===== src/rtl/irqseq_pkg.sv =====
// Shared types and constants for the interrupt recognition sequencer.
// Assumes: phase codes are seen by the driver and must stay fixed.
package irqseq_pkg;
    typedef enum logic [1:0] {
        PH_FETCH = 2'd0,
        PH_EXEC  = 2'd1,
        PH_ENTRY = 2'd2
    } phase_e;

    localparam int ENTRY_CYC = 7;
    localparam int MIN_LEN   = 2;
    localparam int MAX_LEN   = 8;
endpackage


===== src/rtl/irqseq_len_decode.sv =====
// Turns one instruction descriptor into an effective cycle count and the
// index (1-based) of its polling cycle.
// Assumes: MAX_LEN fits in LEN_W bits and is at least 4.
module irqseq_len_decode #(
    parameter int LEN_W   = 4,
    parameter int MIN_LEN = irqseq_pkg::MIN_LEN,
    parameter int MAX_LEN = irqseq_pkg::MAX_LEN,
    parameter int CW      = $clog2(MAX_LEN + 1)
) (
    input  logic [LEN_W-1:0] ins_len,
    input  logic             ins_branch,
    input  logic             ins_taken,
    input  logic             ins_cross,
    output logic [CW-1:0]    eff_len,
    output logic [CW-1:0]    poll_idx
);
    // Length and polling point from descriptor class.
    always_comb begin
        if (ins_branch) begin
            if (!ins_taken) begin
                eff_len  = CW'(2);
                poll_idx = CW'(1);
            end else if (!ins_cross) begin
                eff_len  = CW'(3);
                poll_idx = CW'(1);
            end else begin
                eff_len  = CW'(4);
                poll_idx = CW'(3);
            end
        end else begin
            if (int'(ins_len) < MIN_LEN)
                eff_len = CW'(MIN_LEN);
            else if (int'(ins_len) > MAX_LEN)
                eff_len = CW'(MAX_LEN);
            else
                eff_len = CW'(ins_len);
            poll_idx = eff_len - CW'(1);
        end
    end
endmodule


===== src/rtl/irqseq_cycle_ctrl.sv =====
// Cycle sequencer: walks each instruction cycle by cycle, samples the
// request at the polling cycle, and runs the interrupt-entry sequence.
// Assumes: descriptor inputs are valid in every fetch cycle.
module irqseq_cycle_ctrl
    import irqseq_pkg::*;
#(
    parameter int CW        = 4,
    parameter int ENTRY_LEN = irqseq_pkg::ENTRY_CYC,
    localparam int EW       = $clog2(ENTRY_LEN + 1)
) (
    input  logic          clk,
    input  logic          rst_n,
    input  logic [CW-1:0] dec_len,
    input  logic [CW-1:0] dec_poll,
    input  logic          irq,
    input  logic          irq_dis,
    output phase_e        ph,
    output logic          poll_now,
    output logic          committed,
    output logic          hnd_start
);
    phase_e        ph_q;
    logic [CW-1:0] cyc_q;
    logic [CW-1:0] len_q;
    logic [CW-1:0] pollix_q;
    logic          commit_q;
    logic [EW-1:0] ent_q;
    logic          hnd_q;

    logic [CW-1:0] cur_len;
    logic [CW-1:0] cur_poll;
    logic [CW-1:0] cur_idx;
    logic          in_instr;
    logic          last_now;
    logic          take_now;

    // Current instruction view: live decode on fetch, stored copy after.
    always_comb begin
        in_instr = (ph_q != PH_ENTRY);
        cur_len  = (ph_q == PH_FETCH) ? dec_len  : len_q;
        cur_poll = (ph_q == PH_FETCH) ? dec_poll : pollix_q;
        cur_idx  = (ph_q == PH_FETCH) ? CW'(1)   : cyc_q;
        poll_now = in_instr && (cur_idx == cur_poll);
        last_now = in_instr && (cur_idx == cur_len);
        take_now = poll_now && irq && !irq_dis && !commit_q;
    end

    // Phase, cycle index, commit and entry counter state.
    always_ff @(posedge clk) begin
        if (!rst_n) begin
            ph_q     <= PH_FETCH;
            cyc_q    <= CW'(1);
            len_q    <= CW'(2);
            pollix_q <= CW'(1);
            commit_q <= 1'b0;
            ent_q    <= '0;
            hnd_q    <= 1'b0;
        end else begin
            hnd_q <= 1'b0;
            if (ph_q == PH_ENTRY) begin
                if (ent_q == EW'(ENTRY_LEN)) begin
                    ph_q  <= PH_FETCH;
                    hnd_q <= 1'b1;
                end else begin
                    ent_q <= ent_q + EW'(1);
                end
            end else begin
                if (take_now)
                    commit_q <= 1'b1;
                if (last_now) begin
                    cyc_q <= CW'(1);
                    if (commit_q) begin
                        ph_q     <= PH_ENTRY;
                        ent_q    <= EW'(1);
                        commit_q <= 1'b0;
                    end else begin
                        ph_q <= PH_FETCH;
                    end
                end else begin
                    ph_q  <= PH_EXEC;
                    cyc_q <= cur_idx + CW'(1);
                    if (ph_q == PH_FETCH) begin
                        len_q    <= dec_len;
                        pollix_q <= dec_poll;
                    end
                end
            end
        end
    end

    assign ph        = ph_q;
    assign committed = commit_q || take_now;
    assign hnd_start = hnd_q;

    // A request is never taken while masked or absent.
    p_no_masked_take_r9: assert property (@(posedge clk) disable iff (!rst_n)
        $rose(commit_q) |-> ($past(irq) && !$past(irq_dis)));

    // The polling cycle is never an instruction's last cycle.
    p_poll_not_last_r4: assert property (@(posedge clk) disable iff (!rst_n)
        poll_now |-> !last_now);

    // A committed instruction end leads straight into entry.
    p_commit_enters_r6: assert property (@(posedge clk) disable iff (!rst_n)
        (last_now && commit_q) |=> (ph_q == PH_ENTRY));
endmodule


===== src/rtl/irqseq_lat_meter.sv =====
// Latency meter: counts cycles from the first cycle of a request through
// the end of the serviced instruction, holds through entry.
// Assumes: committed stays high from the take until entry begins.
module irqseq_lat_meter #(
    parameter int LAT_W = 8
) (
    input  logic             clk,
    input  logic             rst_n,
    input  logic             irq,
    input  logic             in_entry,
    input  logic             committed,
    input  logic             hnd_start,
    output logic [LAT_W-1:0] lat
);
    logic             meas_q;
    logic [LAT_W-1:0] cnt_q;
    logic             start;

    // A measurement opens on a request seen outside entry.
    assign start = irq && !meas_q && !in_entry;

    // Measurement window and saturating cycle counter.
    always_ff @(posedge clk) begin
        if (!rst_n) begin
            meas_q <= 1'b0;
            cnt_q  <= '0;
        end else if (hnd_start) begin
            meas_q <= 1'b0;
        end else if (start) begin
            meas_q <= 1'b1;
            cnt_q  <= LAT_W'(1);
        end else if (meas_q && !irq && !committed && !in_entry) begin
            meas_q <= 1'b0;
        end else if (meas_q && !in_entry && (cnt_q != {LAT_W{1'b1}})) begin
            cnt_q <= cnt_q + LAT_W'(1);
        end
    end

    assign lat = cnt_q;

    // Handler entry only follows a live measurement of at least two cycles.
    p_lat_floor_r8: assert property (@(posedge clk) disable iff (!rst_n)
        hnd_start |-> (meas_q && (cnt_q >= LAT_W'(2))));
endmodule


===== src/rtl/irq_poll_seq.sv =====
// Top: interrupt recognition timing sequencer. Marks each cycle as fetch,
// execute or entry, decides the polling point per instruction and reports
// request latency on the handler's first cycle.
// Assumes: the driver advances to the next descriptor after each fetch.
module irq_poll_seq
    import irqseq_pkg::*;
#(
    parameter int LEN_W     = 4,
    parameter int MAX_LEN   = irqseq_pkg::MAX_LEN,
    parameter int ENTRY_LEN = irqseq_pkg::ENTRY_CYC,
    parameter int LAT_W     = 8,
    localparam int CW       = $clog2(MAX_LEN + 1),
    localparam int RW       = $clog2(ENTRY_LEN + 2)
) (
    input  logic             clk,
    input  logic             rst_n,
    input  logic [LEN_W-1:0] ins_len,
    input  logic             ins_branch,
    input  logic             ins_taken,
    input  logic             ins_cross,
    input  logic             irq,
    input  logic             irq_dis,
    output logic [1:0]       phase,
    output logic             poll,
    output logic             hnd_start,
    output logic [LAT_W-1:0] hnd_lat
);
    logic [CW-1:0] dec_len;
    logic [CW-1:0] dec_poll;
    phase_e        ph;
    logic          committed;

    irqseq_len_decode #(
        .LEN_W   (LEN_W),
        .MIN_LEN (irqseq_pkg::MIN_LEN),
        .MAX_LEN (MAX_LEN),
        .CW      (CW)
    ) u_dec (
        .ins_len    (ins_len),
        .ins_branch (ins_branch),
        .ins_taken  (ins_taken),
        .ins_cross  (ins_cross),
        .eff_len    (dec_len),
        .poll_idx   (dec_poll)
    );

    irqseq_cycle_ctrl #(
        .CW        (CW),
        .ENTRY_LEN (ENTRY_LEN)
    ) u_ctrl (
        .clk       (clk),
        .rst_n     (rst_n),
        .dec_len   (dec_len),
        .dec_poll  (dec_poll),
        .irq       (irq),
        .irq_dis   (irq_dis),
        .ph        (ph),
        .poll_now  (poll),
        .committed (committed),
        .hnd_start (hnd_start)
    );

    irqseq_lat_meter #(
        .LAT_W (LAT_W)
    ) u_lat (
        .clk       (clk),
        .rst_n     (rst_n),
        .irq       (irq),
        .in_entry  (ph == PH_ENTRY),
        .committed (committed),
        .hnd_start (hnd_start),
        .lat       (hnd_lat)
    );

    assign phase = ph;

    // Checker-only run length of consecutive entry cycles.
    logic [RW-1:0] ent_run;
    always_ff @(posedge clk) begin
        if (!rst_n)
            ent_run <= '0;
        else if (phase == PH_ENTRY)
            ent_run <= ent_run + RW'(1);
        else
            ent_run <= '0;
    end

    // Handler start comes right after a full entry run.
    p_entry_len_r7: assert property (@(posedge clk) disable iff (!rst_n)
        hnd_start |-> (ent_run == RW'(ENTRY_LEN)));

    // The handler strobe is a single cycle.
    p_hnd_pulse_r7: assert property (@(posedge clk) disable iff (!rst_n)
        hnd_start |=> !hnd_start);

    // An in-page taken branch polls in its first cycle and never after.
    p_branch_poll_r5: assert property (@(posedge clk) disable iff (!rst_n)
        (phase == PH_FETCH && ins_branch && ins_taken && !ins_cross)
            |-> poll ##1 (!poll) ##1 (!poll));
endmodule


===== config.mk =====
export PLATFORM = sky130hd
export DESIGN_NAME = irq_poll_seq
export DESIGN_NICKNAME = d
export VERILOG_FILES = /design/src/rtl/irqseq_pkg.sv /design/src/rtl/irqseq_len_decode.sv /design/src/rtl/irqseq_cycle_ctrl.sv /design/src/rtl/irqseq_lat_meter.sv /design/src/rtl/irq_poll_seq.sv
export SDC_FILE = /design/constraint.sdc
export NUM_CORES = 1
export LEC_CHECK = 0
export BUFFER_PORTS_ARGS = -buffer_cell sky130_fd_sc_hd__buf_2
export CAP_MARGIN = 40
export CORE_MARGIN = 8
export CORE_UTILIZATION = 55
export DETAILED_ROUTE_END_ITERATION = 7
export PLACE_DENSITY = 0.76
export SYNTH_ARGS = -nofsm -noshare
export SYNTH_HDL_FRONTEND = slang
export SYNTH_SLANG_ARGS = --single-unit

===== constraint.sdc =====
create_clock -name clk -period 4.96 [get_ports clk]
set_input_delay 0.248 -clock clk [delete_from_list [all_inputs] [get_ports clk]]
set_output_delay 0.248 -clock clk [all_outputs]
set_load 0.02 [all_outputs]

After elaboration in Yosys (flattened, before gate mapping)
Index checks and enable logic that the tools add are counted.
{"block": "op_classes", "addsub": 4, "n_lt_le_gt_ge": 2, "n_eq_ne": 9, "mux": 30, "n_bitwise": 4, "reduce_logical": 29}
{"op": "two-way mux 4 bit", "count": 11}
{"op": "two-way mux 8 bit", "count": 3}
{"op": "two-way mux 3 bit", "count": 5}
{"op": "logical AND 1 bit", "count": 12}
{"op": "two-way mux 2 bit", "count": 5}
{"op": "adder 8 x 1 -> 8 bit, second input constant", "count": 1}
{"op": "equality test 4 bit", "count": 2}
{"op": "!= test 8 bit, second input constant", "count": 1}
{"op": "nonzero test 2 bit", "count": 4}
{"op": "zero test 1 bit", "count": 6}
{"op": "two-way mux 1 bit", "count": 6}
{"op": "!= test 2 bit, second input constant", "count": 3}
{"op": "AND reduction 3 bit", "count": 2}
{"op": "adder 4 x 1 -> 4 bit, second input constant", "count": 1}
{"op": "> comparator 4 bit, second input constant", "count": 1}
{"op": "< comparator 4 x 2 -> 1 bit, second input constant", "count": 1}
{"op": "inverter 1 bit", "count": 4}
{"op": "AND reduction 2 bit", "count": 2}
{"op": "subtractor 4 x 1 -> 4 bit, second input constant", "count": 1}
{"op": "adder 3 x 1 -> 3 bit, second input constant", "count": 1}
{"op": "equality test 3 bit, second input constant", "count": 1}
{"op": "equality test 2 bit, second input constant", "count": 1}
{"op": "zero test 2 bit", "count": 1}
{"op": "!= test 2 x 1 -> 1 bit, second input constant", "count": 1}
{"op": "2 further kinds", "count": 2}
{"block": "word_totals", "ff_bits": 28, "input_bits": 11, "output_inout_bits": 12, "elab_cells": 87}

Depth between registers and ports, before layout
{"block": "depth", "word_depth": 18, "mapped_depth": 9, "depth_no_buf": 7}

By module
A second synthesis with hierarchy kept.
{"block": "hier_totals", "hier_cells": 188, "area_unflattened_um2": 1670.4}
{"mod": "irqseq_cycle_ctrl", "n_inst": 1, "cells_per_inst": 109, "area_each_um2": 993.5, "seq_area_each_um2": 380.4}
{"mod": "irqseq_lat_meter", "n_inst": 1, "cells_per_inst": 58, "area_each_um2": 548.0, "seq_area_each_um2": 180.2}
{"mod": "irqseq_len_decode", "n_inst": 1, "cells_per_inst": 20, "area_each_um2": 115.1, "seq_area_each_um2": 0.0}
{"mod": "irq_poll_seq", "n_inst": 1, "cells_per_inst": 1, "area_each_um2": 13.8, "seq_area_each_um2": 0.0}

Worst setup path before layout
Ideal clock, no wire load.
{"block": "synth_timing", "path_type": "reg2reg", "from": "register u_ctrl.ph_q[0] (netlist: u_ctrl.ph[0])", "to": "register u_ctrl.cyc_q[2]", "setup_ps": 126, "arrival_time_ps": 1831, "t_required_ps": 4834, "setup_slack_ps": 3003, "path_stages_with_launch": 10, "n_path_buf": 2, "synth_period_minus_slack_ps": 1957, "cell_sequence": "dfxtp_1 > buf_6 > or2_2 > clkbuf_1 > and2_1 > ha_1 > xor2_1 > a22o_1 > o21ai_0 > a21boi_0"}
{"block": "synth_via", "elab_chain_cells": 5, "word_cells_on_any_way": 9, "cone_classes": "add/sub (1); eq/ne (3); mux (3); reduce/logical (2)"}
{"element": "start, declared", "line_no": "irqseq_cycle_ctrl.sv:22", "text": "phase_e ph_q;"}
{"element": "start signal, assigned", "line_no": "irqseq_cycle_ctrl.sv:51", "text": "ph_q <= PH_FETCH;"}
{"element": "start signal, assigned", "line_no": "irqseq_cycle_ctrl.sv:62", "text": "ph_q <= PH_FETCH;"}
{"element": "start signal, assigned", "line_no": "irqseq_cycle_ctrl.sv:73", "text": "ph_q <= PH_ENTRY;"}
{"element": "branches (longest 5 deep; another with adder 4 x 1 -> 4 bit)"}
{"element": "end signal, assigned", "line_no": "irqseq_cycle_ctrl.sv:81", "text": "cyc_q <= cur_idx + CW'(1);"}
{"element": "end, declared", "line_no": "irqseq_cycle_ctrl.sv:23", "text": "logic [CW-1:0] cyc_q;"}
Several ways; the timed one is not identified.
A chain may end at the register's enable or synchronous reset.

Worst setup path in the final report
{"block": "layout_timing", "from": "register u_ctrl.ph_q[0] (netlist: u_ctrl.ph[0])", "to": "output port poll"}
{"block": "layout_via", "elab_chain_cells": 4, "word_cells_on_any_way": 6, "cone_classes": "eq/ne (2); mux (2); reduce/logical (2)"}
{"element": "zero test 2 bit", "line_no": "irqseq_cycle_ctrl.sv:41, irqseq_cycle_ctrl.sv:42"}
{"element": "two-way mux 4 bit, on equally long branches", "line_no": "irqseq_cycle_ctrl.sv:42, irqseq_cycle_ctrl.sv:41"}
{"element": "equality test 4 bit", "line_no": "irqseq_cycle_ctrl.sv:43", "text": "poll_now = in_instr && (cur_idx == cur_poll);"}
{"element": "logical AND 1 bit *", "line_no": "irqseq_cycle_ctrl.sv:43"}
{"element": "end, declared", "line_no": "irq_poll_seq.sv:24", "text": "output logic poll,"}
Mark *: on every way between the ends. The rest lies on a longest branch, timed or not.

==> impl_metrics.ini <==
[finish]
final_cell_area_mm2 = 0.00165
drive_gt1_frac = 0.161
num-nets-final = 209
diodes = 0
syn_to_final_growth_pct = 7.94

[synth]
synth-adder-area-share = 0.0409
yosys.area_share.simple = 0.249
yosysUniqueCellTypes = 45
async_flop_share = 0
synth_compound_area_frac = 0.209
yosys.area_share.xor_xnor = 0.0630
syn_area_mm2 = 0.00153
synth.net_count = 193
yosysSeqAreaShare = 0.367
ys_ff_latch = 28
synth.area.mux_share = 0.0131
synth.avg_cell_area_um2 = 8.64
synth_ff_type = dfxtp_1
synth_top_family_by_area = simple AND/OR/NAND/NOR gates
synth_edf_count = 0
yosysWarnings = 0
syn_inst = 177

[placed_design]
dpl-instance-area_mm2 = 0.00161
dp_hpwl_um = 2440
gp_congestion = 0.811
port_buffers = 22

[route]
vias_per_cell = 5.83
drc = 0
drt_iter0_markers = 109
vias = 1300
ant_nets = 0
wirelength_um = 3190
firstDrtPassIters = 4
detail_route.wl_per_cell_um = 14.3

[clock_network]
cts_tree = yes
cts_setup_buffers = 0
cts_buffers = 3
clock_path_buffers = 2
cts.repair.resized = 0
ctsHoldBuffers = 0
cts.sinks = 28
clk_latency_ns = 0.33
cts.htree.levels = 1
clockRootBuffer = clkbuf_4
clk_pin_slew_ns = 0.14

[power]
switching_power_uw = 126
power_frac_comb = 0.184
p_leak_nw = 0.658
p_clk_frac = 0.251
p_per_area_mw_per_mm2 = 268
p_seq_frac = 0.565
p_int_uw = 317
ir_drop_mv = 0.250
switching_share = 0.284

[timing]
finalSetupTns_ns = 0
slew_headroom = 0.541
max_slew.worst_pin.slew_ns = 0.685
min_period_over_period = 0.448
fmax_ghz = 0.450
final-max-slew-violation-count = 0
setup_violations = 0
fin_crit_ns = 2.22
rsz0062_at_grt = false
hold_violations = 0
fin_worst_skew_ns = 0.00292

[worst_setup_path]
rr_worst_depth = 7
crit_fanout = 11
start_kind = register
end_kind = primary output
worstSetupPathType = register to primary output
arrival_ns = 1.98
crit_required_ns = 4.71

[grt]
grt.total_usage = 0.147
grt_overflow_total = 0
grt_max_degree = 31
grt_pass1_wl_um = 5460
grt_antenna_before_repair = 0
grt_pass1_vias = 1209

[floorplan]
io_pins = 23
die_width_um = 68.7
initial_utilization = 0.564
coreArea_mm2 = 0.00271
fp-row-count = 19
fp.dieH_um = 68.7
design.die.area_mm2 = 0.00472

[min_path]
hold_class = input port to register
min_path_cells = 3

[status]
status = complete, no violations

[flow_run]
drv_cap = 0
## registers in the layout, indices dropped and copies added, names as in the netlist
register          count
u_ctrl.commit_q       1
u_ctrl.cyc_q          4
u_ctrl.ent_q          3
u_ctrl.hnd_start      1
u_ctrl.len_q          4
u_ctrl.ph             2
u_ctrl.pollix_q       4
u_lat.lat             8
u_lat.meas_q          1
## final timing paths
kind	slack, ns	from	endpoint
setup / recovery	2.74	u_ctrl.ph[0]$_SDFFE_PN0P_	poll
hold / removal	0.20	irq	u_lat.meas_q$_SDFFE_PP0P_
setup reg to reg	3.03	u_ctrl.ph[0]$_SDFFE_PN0P_	u_ctrl.cyc_q[2]$_SDFFE_PN0N_
hold reg to reg	0.48	u_ctrl.ent_q[0]$_SDFFE_PN0P_	u_ctrl.ent_q[0]$_SDFFE_PN0P_
## metal layers
layer,vias up,GRT usage,wire length (um)
li1,680,-,-
met1,594,0.194,1610
met2,21,0.223,1420
met3,5,0.0436,117
met4,0,0.0501,31
met5,-,0,0
## cell type report
class                      count  area [um2]
multi-input combinational    131         878
sequential                    28         561
timing repair buffer          22         110
inverter                       7        26.3
tap                           31        38.8
clock buffer                   4        36.3
fill                         250        1060
## power by group through the flow
stage / sequential, mW / combinational (mW) / clock, mW
6_report: 0.250 / 0.0813 / 0.111
3_3_place_gp: 0.254 / 0.0789 / 0
2_1_floorplan: 0.252 / 0.0648 / 0
5_1_grt: 0.252 / 0.0909 / 0.124
4_1_cts: 0.250 / 0.0811 / 0.115
3_5_place_dp: 0.255 / 0.0807 / 0
## cells in the mapped netlist, types with 2 or more instances
cell type  number  area (um2)
dfxtp_1        28         561
nand2_1        16        60.1
a21oi_1        10        50.1
xnor2_1        10        87.6
clkbuf_1        8        30.0
nand3_1         8        40.0
nor2_1          8        30.0
o21ai_0         8        40.0
inv_1           7        26.3
ha_1            5        62.6
o31ai_1         5        37.5
a21boi_0        4        30.0
and3_1          4        25.0
nand4_1         4        25.0
and2_1          3        18.8
buf_6           3        33.8
nand3b_1        3        22.5
nor2b_1         3        18.8
o31a_1          3        26.3
a31oi_1         2        12.5
a32o_1          2        20.0
and4_1          2        17.5
mux2i_1         2        20.0
nand2b_1        2        12.5
nor4_1          2        12.5
o211ai_1        2        15.0
o311ai_0        2        17.5
or2_2           2        12.5
or3_1           2        12.5
or4_1           2        15.0
## per-stage QoR
stage | util | hold WS (ns) | std cells | power (mW) | setup WS [ns]
5_1_grt | 0.609 | 0.188 | 223 | 0.467 | 2.57
2_1_floorplan | - | 0.378 | 177 | 0.316 | 3.00
4_1_cts | 0.609 | 0.182 | 223 | 0.447 | 2.73
6_report | 0.609 | 0.196 | 223 | 0.443 | 2.74
3_3_place_gp | 0.596 | 0.453 | 219 | 0.333 | 3.07
3_5_place_dp | 0.596 | 0.461 | 219 | 0.336 | 3.07
## layout by cell type (no fill, tap or decap), types with 4 or more instances in the layout
cell type / instances
nand2_1: 16
and3_1: 4
a21boi_0: 4
a21oi_1: 10
o31ai_1: 5
inv_1: 7
dfxtp_1: 28
nor2_1: 8
ha_1: 5
nand3_1: 8
nand4_1: 4
o21ai_0: 8
buf_2: 22
xnor2_1: 10
## critical path: stages, from the launching register on
cell     delay (ns)
dfxtp_1        0.45
nor2_1         0.57
o31a_1         0.26
o32ai_1        0.10
nor2_1         0.09
buf_2          0.17
## kinds of logic after synthesis
kind of cell / Yosys count
simple gates: 67
compound gates: 46
flops: 28
buf+inv: 18
xor+xnor: 11
fa+ha+maj: 5
mux: 2
(Power assumes the default switching activity.)
